[config.mk]
export PLATFORM = sky130hd
export DESIGN_NAME = ls_addr_wp
export DESIGN_NICKNAME = d
export VERILOG_FILES = /design/src/rtl/ls_addr_wp_pkg.sv /design/src/rtl/ls_addr_cmp_core.sv /design/src/rtl/ls_dir_qual.sv /design/src/rtl/ls_addr_wp.sv
export SDC_FILE = /design/constraint.sdc
export NUM_CORES = 1
export LEC_CHECK = 0
export CORE_AREA = 2 2 83 45
export CTS_BUF_LIST = sky130_fd_sc_hd__clkbuf_16
export DETAILED_ROUTE_END_ITERATION = 7
export DIE_AREA = 0 0 85 47
export HOLD_SLACK_MARGIN = 0.12
export PLACE_DENSITY_LB_ADDON = 0.25
export SYNTH_ARGS = -nofsm -noshare
export SYNTH_HDL_FRONTEND = slang
export SYNTH_HIERARCHICAL = 1
export SYNTH_SLANG_ARGS = --single-unit
[constraint.sdc]
create_clock -name clk -period 5.5 [get_ports clk]
set_input_delay 0.55 -clock clk [delete_from_list [all_inputs] [get_ports clk]]
set_output_delay 0.55 -clock clk [all_outputs]
set_load 0.02 [all_outputs]
[src/rtl/ls_addr_wp_pkg.sv]
package ls_addr_wp_pkg;
  localparam int AW = 32;

  typedef enum logic [1:0] {SZ_BYTE = 2'd0, SZ_HALF = 2'd1, SZ_WORD = 2'd2, SZ_WORD2 = 2'd3} size_e;
  typedef enum logic [1:0] {CT_EQ = 2'd0, CT_NE = 2'd1, CT_GT = 2'd2, CT_LT = 2'd3} cmp_e;

  function automatic logic [AW-1:0] size_mask(input logic [1:0] sz);
    logic [AW-1:0] m;
    m = '1;
    case (sz)
      2'd0:    m = '1;
      2'd1:    m[0] = 1'b0;
      default: m[1:0] = 2'b00;
    endcase
    return m;
  endfunction

  function automatic logic pick_event(input logic eq, input logic lt, input logic [1:0] ct);
    logic r;
    case (ct)
      2'd0:    r = eq;
      2'd1:    r = !eq;
      2'd2:    r = !eq && !lt;
      default: r = lt;
    endcase
    return r;
  endfunction
endpackage

[src/rtl/ls_addr_cmp_core.sv]
module ls_addr_cmp_core #(
  parameter int W = 32
) (
  input  logic [W-1:0] a_i,
  input  logic [W-1:0] b_i,
  input  logic [W-1:0] mask_i,
  output logic         eq_o,
  output logic         lt_o
);
  logic [W-1:0] am, bm;
  assign am   = a_i & mask_i;
  assign bm   = b_i & mask_i;
  assign eq_o = (am == bm);
  assign lt_o = (am < bm);
endmodule

[src/rtl/ls_dir_qual.sv]
module ls_dir_qual (
  input  logic [1:0] dir_sel_i,
  input  logic       wr_i,
  output logic       ok_o
);
  assign ok_o = wr_i ? dir_sel_i[1] : dir_sel_i[0];
endmodule

[src/rtl/ls_addr_wp.sv]
module ls_addr_wp
  import ls_addr_wp_pkg::*;
(
  input  logic        clk,
  input  logic        rst,
  input  logic        cyc_vld_i,
  input  logic [31:0] cyc_addr_i,
  input  logic [1:0]  cyc_size_i,
  input  logic        cyc_wr_i,
  input  logic [31:0] ref_addr_i,
  input  logic [1:0]  dir_sel_i,
  input  logic [1:0]  cmp_type_i,
  output logic        evt_o
);
  logic [AW-1:0] mask_w;
  logic          raw_eq_w;
  logic          raw_lt_w;
  logic          dir_ok_w;
  logic          hit_w;
  logic          evt_q;

  assign mask_w = size_mask(cyc_size_i);

  ls_addr_cmp_core #(.W(AW)) u_cmp (
    .a_i   (cyc_addr_i),
    .b_i   (ref_addr_i),
    .mask_i(mask_w),
    .eq_o  (raw_eq_w),
    .lt_o  (raw_lt_w)
  );

  ls_dir_qual u_dir (
    .dir_sel_i(dir_sel_i),
    .wr_i     (cyc_wr_i),
    .ok_o     (dir_ok_w)
  );

  assign hit_w = cyc_vld_i && dir_ok_w && pick_event(raw_eq_w, raw_lt_w, cmp_type_i);

  always_ff @(posedge clk) begin
    if (rst) evt_q <= 1'b0;
    else     evt_q <= hit_w;
  end

  assign evt_o = evt_q;
endmodule

==> impl_metrics.json, run 1 <==
{
  "finalPower_uw": 137.4,
  "largest_reg_flops": 1,
  "crit_path_end_kind": "register",
  "place_inst": 334,
  "outcome": "completed",
  "synth_edf_count": 0,
  "viasPerCell": 3.961,
  "synth_warnings": 6,
  "crit_type": "in -> reg",
  "yosys-top-cells-area": "ha_1, and2_1, nand2_1",
  "yosysMostFrequentCell": "nand2_1",
  "io_pins": 75,
  "cp_slowest_stage_delay_ps": 410,
  "path_delay_family": "simple AND/OR/NAND/NOR gates",
  "hold_viol": 0,
  "leakage_uw": 0.001003,
  "avgSynthCellArea_um2": 7.027,
  "final_util_pct": 64.91,
  "grt_max_degree": 5,
  "grt_pass1_vias": 1141,
  "max_cap_viol_count": 0,
  "cp_num_cells": 11,
  "slowest_stage": "or3_1",
  "ys_ff_latch": 1,
  "hold_path_depth": 2,
  "synth_cell_types": 24,
  "crit_chain": "clkdlybuf4s50_1 > and2_1 > ha_1 > nand4_1 > or3_1 > nor2_1 > nand2_1 > nor2_1 > nor2b_1 > a211oi_1 > a2111oi_2",
  "grt-ovfl-total": 0,
  "yosysSeqAreaShare_pct": 1.792,
  "drc": 0,
  "critical_path.most_common_cell": "nor2_1",
  "diodes": 0,
  "die-area_um2": 3995,
  "fin_nets": 400,
  "min_path_type": "in -> reg",
  "clk_pin_slew_ps": 0,
  "worstPathArrival_ps": 3000,
  "yosys.area.top_type_share_pct": 35.83,
  "critPathLaunchType": "primary input",
  "synth_top_cell_by_area": "ha_1",
  "stdcell_count": 334,
  "ir_drop_mv": 0.05529,
  "die_y_um": 47,
  "critPathMaxFanout": 3,
  "syn_inst": 159,
  "grt_pass1_wl_um": 4636,
  "start_util_pct": 34.02,
  "post-route-min-period_ps": 3109,
  "worst-path-buf-inv": 1,
  "gp_congestion": 0.7193,
  "rsz0062_at_grt": "no",
  "area_growth_pct": 90.82,
  "drtAntennaViolNets": 0,
  "antenna_found_initial": 0,
  "drt_first_pass_iters": 4,
  "required_ps": 5390,
  "ys.flop_type": "dfxtp_1",
  "core-area_um2": 3284,
  "fin_tns_setup_ps": 0,
  "finalSetupViolCount": 0,
  "dieWidth_um": 85,
  "drt_iter0_drc": 26,
  "fmax_ghz": 0.3216,
  "post_cts_resized": 0,
  "wire_per_inst_um": 8.075,
  "holdWs_ps": 1115,
  "fp-row-count": 15,
  "dp_hpwl_um": 2617,
  "dr_total_vias": 1323,
  "fin_crit_sh_pct": 56.53,
  "routed_wl_um": 2697,
  "track_usage_pct": 13.92,
  "power_density_nw_per_um2": 64.46,
  "syn_area_um2": 1117,
  "final_max_slew_viol_count": 0,
  "io_buffers": 74,
  "cts_hold_buf": 0,
  "post_cts_buffers": 0,
  "async_flop_share_pct": 0,
  "drive_gt1_share_pct": 3.082,
  "synth_commonest_cells": "nand2_1, and2_1, ha_1"
}
-- layout make-up --
cell class / instances / area, um2
fill: 333 / 1152
inverter: 1 / 3.754
multi-input combinational: 216 / 1315
sequential: 1 / 20.02
tap: 42 / 52.55
timing repair buffer: 74 / 740.7
-- final timing paths --
check                       from               end  slack (ps)
setup / recovery  cyc_addr_i[31]  evt_o$_SDFF_PP0_        2390
hold / removal               rst  evt_o$_SDFF_PP0_        1120
-- cells by family after synthesis --
kind of cell | after synthesis | synth area share (%)
AO/OA/AOI/OAI | 27 | 17.02
multiplexers | 1 | 1.343
other | 1 | 0.3356
flip-flops | 1 | 1.792
AND/OR/NAND/NOR | 96 | 43.34
adder cells (fa/ha/maj) | 32 | 35.83
buffers and inverters | 1 | 0.3356
-- through the flow --
stage          instance area (um2)  worst slack, ps
2_1_floorplan                 1339             3071
3_3_place_gp                  2132             2453
3_5_place_dp                  2132             2387
4_1_cts                       2132             2369
5_1_grt                       2132             2105
6_report                      2132             2391
-- routing by layer --
layer	vias up	track usage, %	wire [um]
met3	0	1.054	195
met1	515	20.79	1425
li1	768	-	-
met5	-	0	0
met4	0	0	0
met2	40	23.75	1075
-- cell usage in the layout, fill, tap and decap left out, types with 2 or more instances in the layout --
master            n
nor2_1            9
clkdlybuf4s50_1  74
a21oi_1          11
nand2_1          43
o21ai_0           4
a2111oi_2         2
o211ai_1          2
a211oi_1          3
and2_1           32
conb_1           60
a21oi_2           2
nand4_1           4
ha_1             32
nor2b_1           3
-- where the power goes --
| part | total (uW) | leakage (uW) | internal (uW) | switching, uW |
|---|---|---|---|---|
| clock | 0 | 0 | 0 | 0 |
| sequential | 7.73 | 0.00000814 | 7.68 | 0.0540 |
| combinational | 130 | 0.000995 | 81.4 | 48.2 |
| total | 137 | 0.00100 | 89.1 | 48.3 |
Power figures use the tool's default switching activity.
==> run 2, diff against run 1 <==
CORE_AREA = 2 2 86 47   (was 2 2 83 45)
DIE_AREA = 0 0 88 49   (was 0 0 85 47)
clock period = 2.6 ns   (was 5.5 ns; I/O delays follow)
==> impl_metrics.json, run 2 (synthesized netlist as in run 1, its figures left out) <==
{
  "diodes": 0,
  "wire_per_inst_um": 11.09,
  "area_growth_pct": 150.8,
  "antenna_found_initial": 0,
  "p_int_uw": 249.6,
  "largest_reg_flops": 1,
  "crit_type": "in -> reg",
  "multiInputGateArea_um2": 1836,
  "leakage_uw": 0.001473,
  "p_sw_uw": 168.3,
  "combPwrFrac_pct": 96.1,
  "outcome": "completed",
  "ir_drop_mv": 0.07055,
  "required_ps": 2490,
  "crit_path_end_kind": "register",
  "fin_crit_sh_pct": 96.07,
  "clk_pin_slew_ps": 0,
  "grt_pass1_wl_um": 5375,
  "start_util_pct": 30.84,
  "fmax_ghz": 0.4003,
  "final_cell_mix": "conb_1, dlymetal6s2s_1, nand2_2, and2_4, ha_4",
  "path_delay_family": "compound AO/OA/AOI/OAI gates",
  "core-area_um2": 3623,
  "viasPerCell": 4.167,
  "slowest_stage": "clkdlybuf4s50_1",
  "cp_slowest_stage_delay_ps": 470,
  "dr_total_vias": 1475,
  "gp_congestion": 0.7612,
  "cts_hold_buf": 0,
  "io_pins": 75,
  "drt_first_pass_iters": 4,
  "dieWidth_um": 88,
  "critPathMaxFanout": 2,
  "finalSetupViolCount": 0,
  "io_buffers": 74,
  "post-route-min-period_ps": 2498,
  "grt_pass1_vias": 1322,
  "p_clk_share_pct": 0,
  "die-area_um2": 4312,
  "critPathCapture": "evt_o$_SDFF_PP0_",
  "hold_viol": 0,
  "grt-ovfl-total": 0,
  "netSwitchingFraction_pct": 40.27,
  "worstPathArrival_ps": 2390,
  "crit_chain": "clkdlybuf4s50_1 > nand2_2 > ha_4 > and4_4 > a221oi_4 > nor2_2 > a2111oi_4 > a21oi_2 > a2111oi_2",
  "drtAntennaViolNets": 0,
  "max_cap_viol_count": 0,
  "final_max_slew_viol_count": 0,
  "critPathLaunchType": "primary input",
  "p_seq_share_pct": 3.9,
  "track_usage_pct": 15.21,
  "grt_max_degree": 5,
  "seq_area_um2": 20.02,
  "place_inst": 349,
  "final_util_pct": 77.35,
  "fin_nets": 408,
  "die_y_um": 49,
  "cp_num_cells": 9,
  "stdcell_count": 354,
  "drive_gt1_share_pct": 35.00,
  "routed_wl_um": 3925,
  "fp-row-count": 16,
  "startpoint": "ref_addr_i[20]",
  "layout_commonest_cell": "conb_1",
  "min_path_type": "in -> reg",
  "drt_iter0_drc": 16,
  "power_density_nw_per_um2": 149.1,
  "dp_hpwl_um": 2812,
  "final.fill_count": 261,
  "worst-path-buf-inv": 1,
  "drc": 0
}
==> run 2: changes by cell type in the layout (fill, tap and decap cells not counted), sizes merged <==
cell           delta
buf               +8
clkdlybuf4s15     +3
clkdlybuf4s50    -54
dlygate4sd2      +15
dlymetal6s2s     +36
==> run 2: worst min path at each step <==
stage,start,end,slack [ps],cells past startpoint
2_1_floorplan,rst,evt_o$_SDFF_PP0_,330,1
3_3_place_gp,rst,evt_o$_SDFF_PP0_,830,2
3_5_place_dp,rst,evt_o$_SDFF_PP0_,830,2
4_1_cts,rst,evt_o$_SDFF_PP0_,840,2
5_1_grt,rst,evt_o$_SDFF_PP0_,840,2
6_report,rst,evt_o$_SDFF_PP0_,830,2
==> run 2: cell type report <==
type	instances	area share [%]
repair buffers	82	31.25
multi-input cells	216	65.49
flip-flops and latches	1	0.7143
well taps	54	2.411
inverters	1	0.1339
==> run 2: power groups by stage <==
stage | Clock, uW | Combinational (uW) | Sequential, uW
after global placement | 0 | 276 | 16.4
after floorplan | 0 | 137 | 17.2
after CTS | 0 | 312 | 16.4
after global routing | 0 | 442 | 16.4
final | 0 | 401 | 16.4
after detailed placement | 0 | 282 | 16.4
==> run 2: metrics by stage <==
step / TNS [ps] / hold slack (ps) / total power [uW] / instance area, um2 / setup slack (ps)
2_1_floorplan: 0 / 328.9 / 154.2 / 1339 / 461.0
3_3_place_gp: -143.2 / 827.4 / 292.9 / 2170 / -143.2
3_5_place_dp: -265.6 / 834.9 / 297.9 / 2170 / -265.6
4_1_cts: 0 / 836.0 / 328.8 / 2333 / 1.292
5_1_grt: -13.71 / 839.8 / 458.8 / 2803 / -13.71
6_report: 0 / 832.6 / 417.9 / 2803 / 102.2
==> run 2: per-layer routing <==
metal  track usage [%]  wire, um
met5                 0         0
met2             26.89      1846
met3             1.692       240
met1             20.91      1792
met4            0.5128        46
==> run 2: what timing repair did <==
action / CTS / global route
pin swaps: 49 / 86
endpoints found under the hold margin: 0 / 0
setup endpoints to repair: 1 / 1
resized for setup: 46 / 111
buffers inserted: 4 / 1
